==> src/rtl/irq_arb_pkg.sv <==
package irq_arb_pkg;
  localparam int NUM_SRC    = 32;
  localparam int IDX_W      = $clog2(NUM_SRC);
  localparam int NUM_FIELDS = 7;
  localparam int FIELD_W    = 3;
  localparam int NUM_FIXED  = 5;
  localparam int RSVD_SRC   = 7;
  localparam int HOST_SRC   = 22;

  // Field slots inside the priority input
  typedef enum int {
    FLD_EXTA  = 0,
    FLD_EXTB  = 1,
    FLD_SER0  = 2,
    FLD_SER1  = 3,
    FLD_TMR   = 4,
    FLD_HOST  = 5,
    FLD_CODEC = 6
  } fieldSlot_e;

  // Control-to-datapath strobes
  typedef struct packed {
    logic             take;
    logic [IDX_W-1:0] idx;
    logic             hostCmd;
  } arbStrobe_t;

  function automatic int srcField(input int s);
    if (s == 5)                 return FLD_EXTA;
    else if (s == 6)            return FLD_EXTB;
    else if (s >= 8 && s <= 11) return FLD_SER0;
    else if (s >= 12 && s <= 15) return FLD_SER1;
    else if (s == 16 || s == 17) return FLD_TMR;
    else if (s == 23)           return FLD_CODEC;
    else                        return FLD_HOST;
  endfunction
endpackage

==> src/rtl/irq_arb_ctrl.sv <==
module irq_arb_ctrl
  import irq_arb_pkg::*;
(
  input  logic                          clk,
  input  logic                          rstN,
  input  logic [NUM_SRC-1:0]            pending,
  input  logic [1:0]                    intMask,
  input  logic [NUM_FIELDS*FIELD_W-1:0] prioFields,
  output arbStrobe_t                    strb
);
  logic [NUM_SRC-1:0] srcEn;
  logic [1:0]         srcLvl [NUM_SRC];
  logic [NUM_SRC-1:0] elig;

  for (genvar s = 0; s < NUM_SRC; s++) begin : g_src
    if (s < NUM_FIXED) begin : g_fixed
      assign srcEn[s]  = 1'b1;
      assign srcLvl[s] = 2'd3;
    end else if (s == RSVD_SRC) begin : g_rsvd
      assign srcEn[s]  = 1'b0;
      assign srcLvl[s] = 2'd0;
    end else begin : g_field
      localparam int F = srcField(s);
      assign srcEn[s]  = prioFields[F*FIELD_W + 2];
      assign srcLvl[s] = prioFields[F*FIELD_W +: 2];
    end
    assign elig[s] = pending[s] & srcEn[s] & (srcLvl[s] >= intMask);
  end

  // Highest level first, lowest index inside a level
  always_comb begin
    strb = '0;
    for (int l = 3; l >= 0; l--) begin
      for (int s = 0; s < NUM_SRC; s++) begin
        if (!strb.take && elig[s] && srcLvl[s] == 2'(l)) begin
          strb.take    = 1'b1;
          strb.idx     = IDX_W'(s);
          strb.hostCmd = (s == HOST_SRC);
        end
      end
    end
  end

  assert_winner_pending_R11: assert property (@(posedge clk) disable iff (!rstN)
    strb.take |-> pending[strb.idx]);
  assert_reserved_never_R4: assert property (@(posedge clk) disable iff (!rstN)
    strb.take |-> strb.idx != IDX_W'(RSVD_SRC));
  assert_meets_mask_R7: assert property (@(posedge clk) disable iff (!rstN)
    strb.take |-> srcLvl[strb.idx] >= intMask);
  assert_fixed_wins_R3: assert property (@(posedge clk) disable iff (!rstN)
    (|pending[NUM_FIXED-1:0]) |-> (strb.take && strb.idx < IDX_W'(NUM_FIXED)));
endmodule

==> src/rtl/irq_arb_dpath.sv <==
module irq_arb_dpath
  import irq_arb_pkg::*;
#(
  parameter int VEC_W = 16,
  parameter int HV_W  = 5
) (
  input  logic               clk,
  input  logic               rstN,
  input  logic [NUM_SRC-1:0] reqSet,
  input  logic [HV_W-1:0]    hostVec,
  input  arbStrobe_t         strb,
  output logic [NUM_SRC-1:0] pending,
  output logic               takeOut,
  output logic [VEC_W-1:0]   vecOut,
  output logic               hcClrOut
);
  logic [NUM_SRC-1:0] clrMask;
  logic [VEC_W-1:0]   nextVec;

  assign clrMask = NUM_SRC'(strb.take) << strb.idx;
  assign nextVec = strb.hostCmd ? VEC_W'({hostVec, 1'b0}) : VEC_W'({strb.idx, 1'b0});

  always_ff @(posedge clk) begin
    if (!rstN) begin
      pending  <= '0;
      takeOut  <= 1'b0;
      vecOut   <= '0;
      hcClrOut <= 1'b0;
    end else begin
      pending  <= (pending & ~clrMask) | reqSet;
      takeOut  <= strb.take;
      hcClrOut <= strb.take & strb.hostCmd;
      if (strb.take) vecOut <= nextVec;
    end
  end

  assert_take_clears_R2: assert property (@(posedge clk) disable iff (!rstN)
    strb.take |=> pending[$past(strb.idx)] == $past(reqSet[strb.idx]));
  assert_hc_with_take_R10: assert property (@(posedge clk) disable iff (!rstN)
    hcClrOut |-> takeOut);
  assert_even_vector_R9: assert property (@(posedge clk) disable iff (!rstN)
    takeOut |-> !vecOut[0]);
endmodule

==> src/rtl/irq_vector_arbiter.sv <==
module irq_vector_arbiter
  import irq_arb_pkg::*;
#(
  parameter int VEC_W = 16,
  parameter int HV_W  = 5
) (
  input  logic                          clk,
  input  logic                          rstN,
  input  logic [NUM_SRC-1:0]            reqSet,
  input  logic [1:0]                    intMask,
  input  logic [NUM_FIELDS*FIELD_W-1:0] prioFields,
  input  logic [HV_W-1:0]               hostVec,
  output logic                          takeStrobe,
  output logic [VEC_W-1:0]              takeVector,
  output logic                          hostCmdClr
);
  arbStrobe_t         strb;
  logic [NUM_SRC-1:0] pending;

  irq_arb_ctrl u_ctrl (
    .clk        (clk),
    .rstN       (rstN),
    .pending    (pending),
    .intMask    (intMask),
    .prioFields (prioFields),
    .strb       (strb)
  );

  irq_arb_dpath #(.VEC_W(VEC_W), .HV_W(HV_W)) u_dpath (
    .clk      (clk),
    .rstN     (rstN),
    .reqSet   (reqSet),
    .hostVec  (hostVec),
    .strb     (strb),
    .pending  (pending),
    .takeOut  (takeStrobe),
    .vecOut   (takeVector),
    .hcClrOut (hostCmdClr)
  );
endmodule

==> config.mk <==
export PLATFORM = sky130hd
export DESIGN_NAME = irq_vector_arbiter
export DESIGN_NICKNAME = d
export VERILOG_FILES = /design/src/rtl/irq_arb_pkg.sv /design/src/rtl/irq_arb_ctrl.sv /design/src/rtl/irq_arb_dpath.sv /design/src/rtl/irq_vector_arbiter.sv
export SDC_FILE = /design/constraint.sdc
export NUM_CORES = 1
export LEC_CHECK = 0
export BUFFER_PORTS_ARGS = -buffer_cell sky130_fd_sc_hd__buf_2
export CORE_ASPECT_RATIO = 0.6
export CORE_UTILIZATION = 62
export CTS_CLUSTER_SIZE = 28
export DETAILED_ROUTE_END_ITERATION = 7
export PLACE_DENSITY_LB_ADDON = 0.3
export SETUP_SLACK_MARGIN = 0.1
export SLEW_MARGIN = 0
export SYNTH_ARGS = -nofsm -noshare
export SYNTH_HDL_FRONTEND = slang
export SYNTH_SLANG_ARGS = --single-unit
==> constraint.sdc <==
create_clock -name clk -period 9.2 [get_ports clk]
set_input_delay 1.84 -clock clk [delete_from_list [all_inputs] [get_ports clk]]
set_output_delay 1.84 -clock clk [all_outputs]
set_load 0.03 [all_outputs]
==> results.json <==
{
  "grt_use_total": 0.4599,
  "setup_viol": 0,
  "whs_ns": 0.4499,
  "timing.fmax_ghz": 0.1478,
  "critPathMaxFanout": 18,
  "yosysSeqAreaShare": 0.1718,
  "cts_sinks": 38,
  "grt_antenna_before_repair": 0,
  "synth_edf_count": 0,
  "async_flop_share": 0,
  "p_per_area_mw_per_mm2": 133.1,
  "slew_headroom": 0.2421,
  "rsz0062_at_grt": "no",
  "root_buffer": "clkbuf_16",
  "ys_types": 80,
  "cts.htree.levels": 2,
  "layout-drive-gt1-share": 0.1674,
  "p_int_uw": 408.4,
  "first_global_vias": 5020,
  "netlist_area_mm2": 0.004429,
  "worstMarginPinSlew_ns": 1.126,
  "period_share": 0.7355,
  "switchingPower_uw": 249.7,
  "vias": 5798,
  "postSynthCellCount": 640,
  "power_frac_seq": 0.302,
  "finalWorstSetupSlack_ns": 2.434,
  "initial_core_util": 0.6522,
  "hold_class": "reg -> reg",
  "setup_tns_ns": 0,
  "drt_pass1_iterations": 8,
  "hpwl_um": 13260,
  "power_frac_clock": 0.359,
  "violations": "design-rule violations",
  "leakage_nw": 2.006,
  "pre_cts_slack_ns": 2.499,
  "finalMaxSlewViolations": 0,
  "grt_pass1_wl_um": 26270,
  "drc_errors": 93,
  "cts.repair.resized": 0,
  "die-area_mm2": 0.007497,
  "cts_setup_buffers": 0,
  "startpoint": "intMask[1]",
  "wl_per_cell_um": 22.52,
  "nFillCells": 541,
  "insertion_delay_ns": 0.29,
  "sw_frac_of_total": 0.3794,
  "drt-total-wl_um": 17570,
  "cts_hold_buffers": 0,
  "area_growth_pct": 11.64,
  "cts_tree": "yes",
  "criticalPathCategory": "in -> reg",
  "ys.flop_type": "dfxtp_1",
  "p_comb_frac": 0.339,
  "viasPerCell": 7.433,
  "coreArea_mm2": 0.006792,
  "final_hold_viol_count": 0,
  "die_height_um": 67.47,
  "gr-total-overflow": 0,
  "grt_max_degree": 38,
  "ys_ff_latch": 38,
  "arrival_ns": 6.92,
  "place_congestion": 1.116,
  "critical_path_required_ns": 9.36,
  "row_count": 23,
  "drtAntennaViolNets": 0,
  "io_buffer_count": 67,
  "clockBufferDepth": 2,
  "num-nets-final": 768,
  "io_pins": 80,
  "fin_crit_ns": 6.766,
  "finClkSkew_ns": 0.003543,
  "diodes": 0,
  "cap_violations": 0,
  "syn_area_per_cell_um2": 6.921,
  "die_w_um": 111.1,
  "ys_warn_count": 0,
  "status": "complete, but fails checks",
  "worst_setup_path_end_kind": "flip-flop",
  "clk_pin_slew_ns": 0.06,
  "worstHoldStart": "u_dpath.vecOut[3]",
  "ir_drop_uv": 106.9,
  "numCtsBuffers": 5,
  "cp-start-kind": "input port",
  "drt_iter0_markers": 1117,
  "rr_startpoint": "u_dpath.pending[8]"
}
-- per-stage QoR --
stage,utilization,cells,area (um2),power [mW]
4_1_cts,0.7281,780,4945,0.6405
5_1_grt,0.7281,780,4945,0.6743
3_3_place_gp,0.6988,772,4746,0.4007
2_1_floorplan,-,650,4467,0.3424
3_5_place_dp,0.6988,772,4746,0.4074
6_report,0.7281,780,4945,0.6581
-- critical path: stages --
cell	delay (ns)
buf_2	0.09
inv_1	0.28
ha_1	0.30
o21ai_0	0.36
o31ai_1	0.21
a311oi_2	0.50
nand2_4	0.24
nor4_4	0.85
nand2_1	0.38
o2111ai_1	0.36
nor4_1	0.12
o21ai_1	0.68
nor2b_1	0.53
a31oi_1	0.16
-- cell families after synthesis --
family          share of synthesized area
flops                              0.1718
fa+ha+maj                         0.03955
other cells                     0.0008466
buf+inv                           0.07119
compound gates                     0.3147
simple gates                       0.4020
-- path summary, 6_finish.rpt --
kind                          to  slack, ns  depth (start not counted)
max          u_dpath.pending[14]       2.43                         14
min            u_dpath.vecOut[3]       0.45                          2
max reg2reg  u_dpath.pending[14]       4.19                         10
min reg2reg    u_dpath.vecOut[3]       0.45                          2
-- routing by layer --
metal / global-route usage / up-vias / wire, um
li1: - / 2540 / -
met1: 0.5938 / 2612 / 6818
met2: 0.6981 / 543 / 6919
met3: 0.2020 / 103 / 3217
met4: 0.1318 / 0 / 613
met5: 0 / - / 0
-- power groups by stage --
stage	sequential (mW)	clock, mW	combinational, mW
final	0.199	0.236	0.223
after global routing	0.200	0.241	0.234
after CTS	0.197	0.233	0.210
after global placement	0.199	0	0.201
after detailed placement	0.200	0	0.207
after floorplan	0.193	0	0.149
-- area by class of cell --
class                      count  area (um2)  area share
clock buffer                   6       138.9     0.02809
clock inverter                 2       60.06     0.01215
inverter                      38       142.6     0.02885
multi-input combinational    541        3391      0.6857
sequential                    38       760.7      0.1538
tap                           87       108.9     0.02201
timing repair buffer          68       342.8     0.06933
-- cell usage after synthesis (all sizes together), types with 4 or more instances --
master	number	area (um2)
nand3b	4	30.03
o21a	7	52.55
nor3b	8	75.08
nor4b	5	65.06
and3	6	37.54
dfxtp	38	760.7
a41oi	5	51.30
or2	4	25.02
o41ai	7	61.31
nor2	73	281.5
nor4	24	192.7
a21boi	4	30.03
a32oi	8	70.07
and2	9	56.30
nor2b	11	76.32
inv	38	142.6
o21ai	56	280.3
a31oi	23	143.9
or3	8	50.05
nor3	38	215.2
nand2b	7	43.79
buf	16	108.9
clkbuf	17	63.81
ha	14	175.2
or4	8	75.07
nand2	61	236.5
a22oi	8	73.82
nand3	29	155.2
nand4	12	81.33
a21oi	33	187.7
o211ai	8	60.06
o31ai	11	82.58
-- placed cells by master, fill, tap and decap left out, types with 7 or more instances in the layout --
cell       n
dfxtp_1   38
buf_2     67
or3_1      8
o31ai_1   11
nand2b_1   7
a22oi_1    7
a31oi_1   23
o211ai_1   8
and2_1     9
ha_1      14
o41ai_1    7
nor2b_1   10
nand4_1   11
a32oi_1    8
nor4_1    20
o21ai_0   49
nor3_1    33
inv_1     38
conb_1    11
o21ai_1    7
nor2_1    72
nand3_1   27
o21a_1     7
a21oi_1   31
nand2_1   60
-- sequential cells by signal, summed over array words and instances (netlist names) --
signal            count
u_dpath.vecOut        5
u_dpath.pending      31
u_dpath.takeOut       1
u_dpath.hcClrOut      1
Note: power is estimated with default switching activity, not from simulation.
